`src/rtl/ssp_pkg.sv`:
```
package ssp_pkg;
  localparam int CFG_W = 16;
  localparam int PRE_W = 8;

  // word indices (byte offset / 4)
  localparam logic [2:0] W_CTRL0 = 3'd0;
  localparam logic [2:0] W_CTRL1 = 3'd1;
  localparam logic [2:0] W_DATA  = 3'd2;
  localparam logic [2:0] W_STAT  = 3'd3;
  localparam logic [2:0] W_PRE   = 3'd4;
  localparam logic [2:0] W_ISR   = 3'd5;

  typedef struct packed {
    logic slave_od;  // bit 6
    logic slave;     // bit 5
    logic en;        // bit 4
    logic lbk;       // bit 3
    logic ovr_ie;    // bit 2
    logic tx_ie;     // bit 1
    logic rx_ie;     // bit 0
  } ctrl1_t;

  typedef struct packed {
    logic busy;      // bit 4
    logic rx_full;   // bit 3
    logic rx_nempty; // bit 2
    logic tx_nfull;  // bit 1
    logic tx_empty;  // bit 0
  } stat_t;
endpackage

```
`src/rtl/ssp_fifo.sv`:
```
module ssp_fifo #(
  parameter int W     = 16,
  parameter int DEPTH = 8,
  localparam int PW   = $clog2(DEPTH),
  localparam int CW   = $clog2(DEPTH + 1)
) (
  input  logic          clk_i,
  input  logic          rst_ni,
  input  logic          push_i,
  input  logic [W-1:0]  wdata_i,
  input  logic          pop_i,
  output logic [W-1:0]  rdata_o,
  output logic [CW-1:0] count_o,
  output logic          full_o,
  output logic          empty_o
);
  logic [W-1:0]  mem [DEPTH];
  logic [PW-1:0] wr_ptr, rd_ptr;
  logic          do_push, do_pop;

  assign full_o  = (count_o == CW'(DEPTH));
  assign empty_o = (count_o == '0);
  assign do_push = push_i && !full_o;
  assign do_pop  = pop_i && !empty_o;
  assign rdata_o = mem[rd_ptr];

  always_ff @(posedge clk_i or negedge rst_ni) begin
    if (!rst_ni) begin
      wr_ptr  <= '0;
      rd_ptr  <= '0;
      count_o <= '0;
    end else begin
      if (do_push) wr_ptr <= (wr_ptr == PW'(DEPTH - 1)) ? '0 : wr_ptr + 1'b1;
      if (do_pop)  rd_ptr <= (rd_ptr == PW'(DEPTH - 1)) ? '0 : rd_ptr + 1'b1;
      case ({do_push, do_pop})
        2'b10:   count_o <= count_o + 1'b1;
        2'b01:   count_o <= count_o - 1'b1;
        default: count_o <= count_o;
      endcase
    end
  end

  always_ff @(posedge clk_i) begin
    if (do_push) mem[wr_ptr] <= wdata_i;
  end
endmodule

```
`src/rtl/ssp_irq.sv`:
```
module ssp_irq #(
  parameter int CW     = 4,
  parameter int RX_THR = 4,
  parameter int TX_THR = 4
) (
  input  logic          clk_i,
  input  logic          rst_ni,
  input  logic [CW-1:0] rx_count_i,
  input  logic [CW-1:0] tx_count_i,
  input  logic [2:0]    ie_i,     // {ovr, tx, rx}
  input  logic          ovr_set_i,
  input  logic          ovr_clr_i,
  output logic [2:0]    irq_o,    // {ovr, tx, rx}, masked
  output logic          ovr_flag_o
);
  always_ff @(posedge clk_i or negedge rst_ni) begin
    if (!rst_ni)        ovr_flag_o <= 1'b0;
    else if (ovr_set_i) ovr_flag_o <= 1'b1;  // new loss beats a clear
    else if (ovr_clr_i) ovr_flag_o <= 1'b0;
  end

  assign irq_o[0] = ie_i[0] && (rx_count_i >= CW'(RX_THR));
  assign irq_o[1] = ie_i[1] && (tx_count_i <= CW'(TX_THR));
  assign irq_o[2] = ie_i[2] && ovr_flag_o;
endmodule

```
`src/rtl/ssp_regbank.sv`:
```
module ssp_regbank
  import ssp_pkg::*;
#(
  parameter int AW     = 5,
  parameter int DW     = 16,
  parameter int DEPTH  = 8,
  parameter int RX_THR = 4,
  parameter int TX_THR = 4,
  localparam int CW    = $clog2(DEPTH + 1)
) (
  input  logic             clk_i,
  input  logic             rst_ni,
  input  logic             sel_i,
  input  logic             we_i,
  input  logic [AW-1:0]    addr_i,
  input  logic [31:0]      wdata_i,
  output logic [31:0]      rdata_o,
  output logic             tx_valid_o,
  input  logic             tx_ready_i,
  output logic [DW-1:0]    tx_data_o,
  input  logic             rx_valid_i,
  output logic             rx_ready_o,
  input  logic [DW-1:0]    rx_data_i,
  input  logic             busy_i,
  output logic             port_en_o,
  output logic             loopback_o,
  output logic             slave_mode_o,
  output logic             slave_od_o,
  output logic [CFG_W-1:0] frame_cfg_o,
  output logic [PRE_W-1:0] prescale_o,
  output logic             irq_rx_o,
  output logic             irq_tx_o,
  output logic             irq_ovr_o,
  output logic             irq_o
);
  logic [CFG_W-1:0] ctrl0_q;
  ctrl1_t           ctrl1_q;
  logic [PRE_W-1:0] pre_q;
  logic [2:0]       word;
  logic             wr, rd;
  logic             tx_push, tx_pop, tx_full, tx_empty;
  logic             rx_push, rx_pop, rx_full, rx_empty;
  logic [DW-1:0]    rx_head;
  logic [CW-1:0]    tx_count, rx_count;
  logic             ovr_set, ovr_clr, ovr_flag;
  logic [2:0]       irq_vec;
  stat_t            stat;
  logic [DW:0]      width_mask;
  logic             unused_ok;

  assign word = addr_i[4:2];
  assign wr   = sel_i && we_i;
  assign rd   = sel_i && !we_i;
  assign unused_ok = ^{addr_i[1:0], wdata_i[31:CFG_W]};

  always_ff @(posedge clk_i or negedge rst_ni) begin
    if (!rst_ni) begin
      ctrl0_q <= '0;
      ctrl1_q <= '0;
      pre_q   <= '0;
    end else if (wr) begin
      case (word)
        W_CTRL0: ctrl0_q <= wdata_i[CFG_W-1:0];
        W_CTRL1: ctrl1_q <= ctrl1_t'(wdata_i[6:0]);
        W_PRE:   pre_q   <= {wdata_i[PRE_W-1:1], 1'b0};
        default: ;
      endcase
    end
  end

  // engine handshake, gated by port enable
  assign tx_valid_o = ctrl1_q.en && !tx_empty;
  assign rx_ready_o = ctrl1_q.en;
  assign tx_pop     = tx_valid_o && tx_ready_i;
  assign tx_push    = wr && (word == W_DATA);
  assign rx_push    = rx_valid_i && rx_ready_o;
  assign rx_pop     = rd && (word == W_DATA);
  assign ovr_set    = rx_push && rx_full;
  assign ovr_clr    = wr && (word == W_ISR);

  ssp_fifo #(.W(DW), .DEPTH(DEPTH)) u_tx_fifo (
    .clk_i, .rst_ni,
    .push_i(tx_push), .wdata_i(wdata_i[DW-1:0]), .pop_i(tx_pop),
    .rdata_o(tx_data_o), .count_o(tx_count), .full_o(tx_full), .empty_o(tx_empty)
  );

  ssp_fifo #(.W(DW), .DEPTH(DEPTH)) u_rx_fifo (
    .clk_i, .rst_ni,
    .push_i(rx_push), .wdata_i(rx_data_i), .pop_i(rx_pop),
    .rdata_o(rx_head), .count_o(rx_count), .full_o(rx_full), .empty_o(rx_empty)
  );

  ssp_irq #(.CW(CW), .RX_THR(RX_THR), .TX_THR(TX_THR)) u_irq (
    .clk_i, .rst_ni,
    .rx_count_i(rx_count), .tx_count_i(tx_count),
    .ie_i({ctrl1_q.ovr_ie, ctrl1_q.tx_ie, ctrl1_q.rx_ie}),
    .ovr_set_i(ovr_set), .ovr_clr_i(ovr_clr),
    .irq_o(irq_vec), .ovr_flag_o(ovr_flag)
  );

  assign stat.tx_empty  = tx_empty;
  assign stat.tx_nfull  = !tx_full;
  assign stat.rx_nempty = !rx_empty;
  assign stat.rx_full   = rx_full;
  assign stat.busy      = ctrl1_q.en && (busy_i || !tx_empty);

  // frame width = ctrl0[3:0] + 1
  assign width_mask = ({{DW{1'b0}}, 1'b1} << ({1'b0, ctrl0_q[3:0]} + 5'd1)) - 1'b1;

  always_comb begin
    rdata_o = '0;
    case (word)
      W_CTRL0: rdata_o = {{(32-CFG_W){1'b0}}, ctrl0_q};
      W_CTRL1: rdata_o = {25'b0, ctrl1_q};
      W_DATA:  rdata_o = rx_empty ? '0 : {{(32-DW){1'b0}}, rx_head & width_mask[DW-1:0]};
      W_STAT:  rdata_o = {27'b0, stat};
      W_PRE:   rdata_o = {{(32-PRE_W){1'b0}}, pre_q};
      W_ISR:   rdata_o = {29'b0, irq_vec};
      default: rdata_o = '0;
    endcase
  end

  assign port_en_o    = ctrl1_q.en;
  assign loopback_o   = ctrl1_q.lbk;
  assign slave_mode_o = ctrl1_q.slave;
  assign slave_od_o   = ctrl1_q.slave_od;
  assign frame_cfg_o  = ctrl0_q;
  assign prescale_o   = pre_q;
  assign irq_rx_o     = irq_vec[0];
  assign irq_tx_o     = irq_vec[1];
  assign irq_ovr_o    = irq_vec[2];
  assign irq_o        = |irq_vec;
endmodule

```
`config.mk`:
```
export PLATFORM = sky130hd
export DESIGN_NAME = ssp_regbank
export DESIGN_NICKNAME = d
export VERILOG_FILES = /design/src/rtl/ssp_pkg.sv /design/src/rtl/ssp_fifo.sv /design/src/rtl/ssp_irq.sv /design/src/rtl/ssp_regbank.sv
export SDC_FILE = /design/constraint.sdc
export NUM_CORES = 1
export LEC_CHECK = 0
export CAP_MARGIN = 15
export CORE_ASPECT_RATIO = 0.8
export CORE_MARGIN = 2
export CORE_UTILIZATION = 45
export DETAILED_ROUTE_END_ITERATION = 6
export MAX_ROUTING_LAYER = met4
export PLACE_DENSITY = 0.66
export SETUP_SLACK_MARGIN = 0.15
export SYNTH_ARGS = -nofsm -noshare
export SYNTH_HDL_FRONTEND = slang
export SYNTH_SLANG_ARGS = --single-unit
export TNS_END_PERCENT = 1
```
`constraint.sdc`:
```
create_clock -name clk_i -period 4.25 [get_ports clk_i]
set_clock_uncertainty 0.15 [all_clocks]
set_input_delay 0.85 -clock clk_i [delete_from_list [all_inputs] [get_ports clk_i]]
set_output_delay 0.85 -clock clk_i [all_outputs]
set_load 0.1 [all_outputs]
```
# Word level (Yosys, flattened, before mapping)
# Memories as Yosys holds them, arrays and structs flattened.
# Cells that the tools add are included.
# classes
bitwise	1
shifts	1
n_lt_le_gt_ge	2
n_mux	14
eq_ne	15
addsub	10
n_reduce_logical	33
# ops
cell	count
case mux 16 bit (6 select lines)	1
== test 3 bit (second input constant)	6
logical AND 1 bit	17
AND 16 bit	1
two-way mux 16 bit	1
case mux 4 bit (2 select lines)	2
left shift 1 x 5 -> 16 bit (first input constant)	1
subtractor 16 x 1 -> 16 bit (second input constant)	1
adder 3 x 1 -> 3 bit (second input constant)	4
two-way mux 3 bit	4
adder 4 x 1 -> 4 bit (second input constant)	2
== test 4 bit (second input constant)	2
logical NOT 4 bit	2
subtractor 4 x 1 -> 4 bit (second input constant)	2
== test 3 x 2 -> 1 bit (second input constant)	2
two-way mux 1 bit	6
AND reduction 2 bit	3
nonzero test 2 bit	3
adder 4 x 1 -> 5 bit (second input constant)	1
logical NOT 1 bit	5
== test 2 x 1 -> 1 bit (second input constant)	2
== test 2 bit (second input constant)	2
>= comparator 4 x 3 -> 1 bit (second input constant)	1
less-or-equal comparator 4 x 3 -> 1 bit (second input constant)	1
4 further kinds	4
# totals
output_inout_bits	82
in_bits	60
ramBits	256
register_bits	51
mem_count	2
word_cells	94
# memory_table
memory	words	width	read_ports	rd_ports_with_merged_regs	wr	line_no	source
u_rx_fifo.mem	8	16	1	0	1	ssp_fifo.sv:17	logic [W-1:0] mem [DEPTH];
u_tx_fifo.mem	8	16	1	0	1	ssp_fifo.sv:17	

# Logic depth before layout (Yosys ltp)
# Gate-level depths: netlist of the first run.
# depth
depth_word	7
ltp_mapped	11
depth_no_buf	10

# Hierarchy
# Synthesis of the first run repeated with hierarchy kept, for this count alone.
# hier_totals
hier_cells	726
area_unflattened_um2	13402.9
# modules_own_cells
module	instances	cells_per_inst	area_per_inst_um2	seq_area_each_um2
ssp_fifo (u_rx_fifo)	1	256	5616.6	4093.9
ssp_fifo (u_tx_fifo)	1	254	5602.9	4093.9
ssp_regbank	1	209	2119.5	750.7
ssp_irq	1	7	63.8	25.0

# Least setup slack after synthesis of the first run
# OpenSTA, ideal clock, no wires.
# synth_path
path_type	reg-to-output
startpoint	register ctrl0_q[3], in the netlist frame_cfg_o[3]
endpoint	output rdata_o[9]
arrival_time_ps	4790
path_buffers	2
path_stages_with_launch	5
slack_ps	-1540
t_required_ps	3250
cell_sequence	dfrtp_1 -> clkbuf_1 -> buf_1 -> nand2_1 -> o41ai_1
# synth_via
elab_chain_cells	6
# synth_lines
item	line_no	source
start: declaration	ssp_regbank.sv:36	logic [CFG_W-1:0] ctrl0_q;
start signal: assignment	ssp_regbank.sv:63	W_CTRL0: ctrl0_q <= wdata_i[CFG_W-1:0];
adder 4 x 1 -> 5 bit	ssp_regbank.sv:108	assign width_mask = ({{DW{1'b0}}, 1'b1} << ({1'b0, ctrl0_q[3:0]} + 5'd1)) - 1'b1;
left shift 1 x 5 -> 16 bit	ssp_regbank.sv:108	
subtractor 16 x 1 -> 16 bit	ssp_regbank.sv:108	
AND 16 bit	ssp_regbank.sv:115	W_DATA: rdata_o = rx_empty ? '0 : {{(32-DW){1'b0}}, rx_head & width_mask[DW-1:0]};
two-way mux 16 bit	ssp_regbank.sv:115	
case mux 16 bit (6 select lines)	ssp_regbank.sv:112	case (word)
end: declaration	ssp_regbank.sv:17	output logic [31:0] rdata_o,
# No other way between the ends.

# Worst setup path after layout of the first run
# layout_path
startpoint	register ctrl0_q[0], in the netlist frame_cfg_o[0]
endpoint	output rdata_o[14]
# The elaborated chain is that of the path after synthesis.

==> results.ini, run 1 <==
[placement]
placed_area_sq_um=14700
gp_congestion=0.803
io_buffers=106
dp.cells=1206
hpwl_mm=18.1
place_ws_ns=0.420

[pwr]
p_per_area_nw_per_um2=662
peakVddDrop_mv=0.358
power_frac_seq_pct=37.9
p_sw_w=0.00407
p_int_w=0.00626
pwr-share-comb_pct=38.8
p_leak_nw=5.49
netSwitchingFraction_pct=39.4
pwr-share-clk_pct=23.3

[sta]
finalCritPeriodShare_pct=93.5
setup_viol=0
drv_slew=0
max_slew_margin_pct=34.2
fin_ws_ns=0.277
fin_crit_ns=3.97
fmax_mhz=252
rsz0062_at_grt=true
worstMarginPinSlew_ns=0.984
hold_violations=0

[drt]
drcViolationCount=6
drtIter0Drc=578
wl_per_cell_um=22.2
antenna_left=0
num_vias=6903
first_pass_iters=7
wl_mm=28.0
viasPerCell=5.48

[synthesis]
synth_edf_count=256
synth_ff_type=edfxtp_1
syn_avg_cell_area_sq_um=17.7
ys_warn_count=0
synthArstFlopShare_pct=16.6
synthCells=736
syn_area_sq_um=13000
seq_area_frac_synth_pct=68.7
netlist-cell-type-count=66
synth_seq_cells=307

[cells_and_area]
antenna_cells_inserted=0
fin_util_pct=55.0
drive_above_1_share_pct=28.2
layout_commonest_cell=edfxtp_1
nets=944
final_cell_count_no_fill=1259
areaGrowthSynthToFinish_pct=19.7
final_area_sq_um=15600
final_cell_mix=edfxtp_1 (256), clkdlybuf4s50_1 (69), mux4_2 (55)

[flow_run]
max_cap_violations=0

[setup_path]
cp.required_ns=3.25
r2r_start=u_rx_fifo.count_o[2]
worstPathArrival_ns=2.97
crit_slowest_cell=o31ai_2
crit_type=reg2out
cp_max_fo=10
cp_cell_sequence=nor2_1, nand2_1, ha_1, buf_4, nand4b_1, nor2_1, nor3_1, o31ai_2, buf_12
endpoint_kind=output pin
regToRegSetupSlack_ns=1.06
setup.worst_path.start_class=register
cp_slowest_stage_delay_ns=0.42
cpMostUsedCell=nor2_1
reg2regPathDepth=11
r2r-end=u_rx_fifo.count_o[3]

[clock_tree]
cts.sinks=307
h-tree-depth=1
cts_tree=built
clkTransAtPathRegs_ns=0.06
cts_setup_buffers=0
cts-root-buf=clkbuf_16
clk_path_buf_depth=3
ctsResizeCount=0
worstSkewPairLatency_ns=0.55
numCtsBuffers=29
ctsHoldBuffers=0

[grt]
antenna_found_initial=0
grt_max_degree=35
grtUsageTotal_pct=19.1
grt_overflow=0
grt_pass1_wl_mm=42.8
grt_pass1_vias=6970

[floorplan]
rows=55
core_sq_um=28400
start_util_pct=45.9
dieArea_sq_um=30400
chipHeight_um=156
die_x_um=194
pin_count=142

[status]
failed_checks=design-rule violations
status=complete, but fails checks

[hold_path]
worstHoldPathType=in2async

## cells by family after synthesis
family | share of synthesized area [%]
xor+xnor | 0.470
flops | 68.7
buf+inv | 3.11
mux | 17.0
other cells | 0.0576
compound gates | 3.89
fa+ha+maj | 1.75
simple gates | 5.05
## registers in the layout, summed over array words and instances (netlist names)
| name | cells |
|---|---|
| ctrl1_q | 3 |
| frame_cfg_o | 16 |
| loopback_o | 1 |
| port_en_o | 1 |
| prescale_o | 7 |
| slave_mode_o | 1 |
| slave_od_o | 1 |
| u_irq.ovr_flag_o | 1 |
| u_rx_fifo.count_o | 4 |
| u_rx_fifo.mem | 128 |
| u_rx_fifo.rd_ptr | 3 |
| u_rx_fifo.wr_ptr | 3 |
| u_tx_fifo.count_o | 4 |
| u_tx_fifo.mem | 128 |
| u_tx_fifo.rd_ptr | 3 |
| u_tx_fifo.wr_ptr | 3 |
## worst max-delay path by stage
stage                              startpoint          end  slack, ns  cells past startpoint
after floorplan                frame_cfg_o[3]  rdata_o[13]      -0.53                      4
after global placement              addr_i[2]   rdata_o[9]       0.45                      6
after detailed placement            addr_i[2]   rdata_o[9]       0.42                      6
after CTS                 u_rx_fifo.rd_ptr[0]   rdata_o[2]       0.20                      5
after global routing           frame_cfg_o[0]  rdata_o[14]       0.13                      9
final                          frame_cfg_o[0]  rdata_o[14]       0.28                      9
## power by group through the flow
stage          clock (W)  combinational (W)  sequential, W
4_1_cts          0.00246            0.00405        0.00392
3_3_place_gp           0            0.00400        0.00398
6_report         0.00241            0.00401        0.00391
5_1_grt          0.00259            0.00421        0.00397
3_5_place_dp           0            0.00403        0.00398
2_1_floorplan          0            0.00290        0.00416
## final cells by class
class,instances,area (sq um)
fill,2213,12800
sequential,307,8970
multi-input combinational,375,3800
timing repair buffer,142,1460
clock inverter,13,100
clock buffer,40,777
tap,370,463
inverter,12,45.0
## metrics by stage
stage / hold slack [ns] / setup TNS [ns] / total power [W]
after global routing: 0.175 / 0 / 0.0108
after floorplan: 0.324 / -2.93 / 0.00706
after CTS: 0.141 / 0 / 0.0104
after detailed placement: 0.361 / 0 / 0.00801
final: 0.141 / 0 / 0.0103
after global placement: 0.352 / 0 / 0.00798
## critical path, delay by kind of cell (launching register included)
family	cells	cell delay, ns
adder cells (fa/ha/maj)	1	0.37
buffers and inverters	2	0.45
flip-flops	1	0.38
AND/OR/NAND/NOR	5	0.78
AO/OA/AOI/OAI	1	0.42
## cell usage after synthesis, drive strengths merged, types with 4 or more instances
library cell | instances | share of area, %
mux2 | 61 | 5.6
mux2i | 25 | 1.9
o22ai | 5 | 0.24
nor4 | 4 | 0.31
a21oi | 11 | 0.42
nand3 | 9 | 0.38
inv | 12 | 0.35
nor2b | 9 | 0.43
buf | 42 | 2.3
ha | 15 | 1.4
nand2 | 27 | 0.78
mux4 | 55 | 9.5
a211oi | 5 | 0.29
nor3 | 12 | 0.55
edfxtp | 256 | 59
clkbuf | 16 | 0.46
dfrtp | 51 | 9.8
o41ai | 4 | 0.27
nor2 | 26 | 0.75
o21ai | 18 | 0.69
a21o | 6 | 0.35
nand2b | 8 | 0.38
xnor2 | 5 | 0.34
## layer usage
metal	routed length [um]	track usage, %	up-vias
met3	1170	2.22	35
met4	474	4.58	0
met5	0	-	-
li1	-	-	3150
met1	12500	25.9	3548
met2	13900	31.4	170
No activity file was read; power rests on OpenSTA's default activity.
==> run 2: changes to the inputs <==
CORE_ASPECT_RATIO = default   (was 0.8)
==> results.ini, run 2 (same netlist as run 1, synthesis figures left out) <==
[sta]
max_slew_margin_pct=29.5  ; -4.7 points
fin_crit_ns=3.93  ; -0.0398 ns
rsz0062_at_grt=false
setup_viol=0  ; unchanged
tns_ns=0  ; unchanged
fmax_mhz=254  ; +1.0%
finalCritPeriodShare_pct=92.6  ; -0.94 points
drv_slew=0  ; unchanged
hold_ws_ns=0.219  ; +0.0779 ns
hold_violations=0  ; unchanged
worstMarginPinSlew_ns=1.05  ; +0.0705 ns

[cells_and_area]
antenna_cells_inserted=0  ; unchanged
layout_commonest_cell=edfxtp_1
areaGrowthSynthToFinish_pct=21.1
final_cell_count_no_fill=1276  ; +1.4%
final_area_sq_um=15800  ; +1.2%
final_cell_mix=edfxtp_1 (256), clkdlybuf4s50_1 (70), mux4_2 (55)
drive_above_1_share_pct=29.3  ; +1.0 points
nets=946  ; +0.21%

[pwr]
peakVddDrop_mv=0.339  ; -5.2%
netSwitchingFraction_pct=38.1  ; -1.3 points
pwr-share-comb_pct=37.8  ; -1.0 points
p_leak_nw=5.58  ; +1.6%
pwr-share-clk_pct=25.6  ; +2.3 points
p_per_area_nw_per_um2=673  ; +1.7%
p_int_w=0.00659  ; +5.2%
power_frac_seq_pct=36.6  ; -1.3 points
p_sw_w=0.00405  ; -0.58%

[drt]
num_vias=6862  ; -0.59%
first_pass_iters=5  ; -2
drcViolationCount=0  ; -6
wl_per_cell_um=21.4  ; -3.7%
viasPerCell=5.38  ; -1.9%
drtIter0Drc=474  ; -18%
antenna_left=0  ; unchanged
wl_mm=27.3  ; -2.4%

[grt]
grt_max_degree=35  ; unchanged
grtUsageTotal_pct=18.7  ; -0.39 points
grt_pass1_wl_mm=42.0  ; -1.9%
grt_pass1_vias=6922  ; -0.69%
grt_overflow=0  ; unchanged
antenna_found_initial=0  ; unchanged

[placement]
dp.cells=1221  ; +1.2%
placed_area_sq_um=14800  ; +0.19%
hpwl_mm=17.9  ; -1.0%
gp_congestion=0.776  ; -3.4%
io_buffers=106  ; unchanged

[clock_tree]
cts-root-buf=clkbuf_16
cts.sinks=307  ; unchanged
worstSkewPairLatency_ns=0.54  ; about the same
clkTransAtPathRegs_ns=0.07  ; about the same
ctsHoldBuffers=0  ; unchanged
h-tree-depth=1  ; unchanged
cts_tree=built
numCtsBuffers=30  ; +3.4%
clk_path_buf_depth=3  ; unchanged

[floorplan]
core_sq_um=28600  ; +0.72%
start_util_pct=45.6  ; -0.33 points
pin_count=142  ; unchanged
dieArea_sq_um=30400  ; about the same
rows=62  ; +13%
chipHeight_um=174  ; +12%
die_x_um=174  ; -10%

[setup_path]
crit_type=reg2out
worstPathArrival_ns=2.93  ; -0.04 ns
setup.worst_path.start_class=register
crit_slowest_cell=o32ai_2
endpoint_kind=output pin
cp_slowest_stage_delay_ns=0.45  ; +0.03 ns
cp_max_fo=19  ; +9
cp_cell_sequence=buf_4, nor2_1, nand2_1, ha_1, nor4bb_1, a21oi_1, a2bb2oi_1, o32ai_2, buf_12
cpLargestDelayFamily=compound AO/OA/AOI/OAI gates
cp.required_ns=3.25  ; about the same
worstPathBufferInverterCount=2  ; unchanged

[status]
status=completed

[hold_path]
worstHoldPathType=in2async

[flow_run]
max_cap_violations=0  ; unchanged

[run 2: cell count changes in the layout (fill, tap and decap cells not counted), moves of 2 or more]
| cell | before | now |
|---|---|---|
| clkbuf_8 | 1 | 5 |
| clkinv_1 | 6 | 1 |
| clkbuf_16 | 29 | 31 |
| bufinv_16 | 1 | 4 |
| clkinv_2 | 4 | 6 |
| clkbuf_1 | 10 | 7 |
[run 2: area by class of cell]
| cell class | count | area (sq um) |
|---|---|---|
| flip-flops and latches | 307 | 8970 |
| fillers | 2249 | 12800 |
| clock inverters | 12 | 161 |
| multi-input cells | 375 | 3810 |
| clock buffers | 43 | 871 |
| well taps | 384 | 480 |
| inverters | 12 | 45.0 |
| repair buffers | 143 | 1470 |
[run 2: timing repair]
action,4_1_cts,5_1_grt
resized for setup,0,1
setup endpoints to repair,0,1
setup buffers,0,0
[run 2: metal layers]
metal  up-vias  track usage, %  part of all wire, %
li1       3144               -                    -
met4         0            4.94                  2.5
met2       178            30.8                   50
met1      3495            25.0                   43
met3        45            2.21                  4.4
met5         -               -                    0
[run 2: power by group through the flow]
stage | Sequential, W | Combinational (W) | Clock, W
after floorplan | 0.00416 | 0.00290 | 0
after global placement | 0.00395 | 0.00403 | 0
after detailed placement | 0.00396 | 0.00405 | 0
after CTS | 0.00390 | 0.00407 | 0.00276
after global routing | 0.00395 | 0.00424 | 0.00289
final | 0.00389 | 0.00402 | 0.00272
[run 2: worst reg2reg max path: stages (launching register included)]
cell,delay [ns]
dfrtp_1,0.44
or4_4,0.58
and3_1,0.29
buf_4,0.21
nand3b_4,0.11
inv_1,0.05
ha_1,0.24
ha_1,0.29
a21o_1,0.18
a21oi_1,0.17
mux2i_1,0.24
xnor2_1,0.14
[run 2: metrics by stage]
step	total power (W)	util, %	worst slack [ns]
after floorplan	0.00706	-	-0.534
after global placement	0.00798	51.6	0.385
after detailed placement	0.00801	51.6	0.372
final	0.0106	55.2	0.316
after global routing	0.0111	55.2	0.181
after CTS	0.0107	55.2	0.231
[run 2: path summary, 6_finish.rpt]
kind                                           start              endpoint  slack [ns]  cells past startpoint
min in group clk_i              u_tx_fifo.count_o[3]  u_tx_fifo.count_o[3]        0.37                      1
worst max-delay path                  frame_cfg_o[2]            rdata_o[6]        0.32                      9
max in group asynchronous                     rst_ni   u_rx_fifo.rd_ptr[1]        2.94                      2
worst min register to register  u_tx_fifo.count_o[3]  u_tx_fifo.count_o[3]        0.37                      1
worst min-delay path                          rst_ni  u_tx_fifo.count_o[1]        0.22                      1
worst max register to register  u_rx_fifo.count_o[2]  u_rx_fifo.count_o[3]        1.09                     11
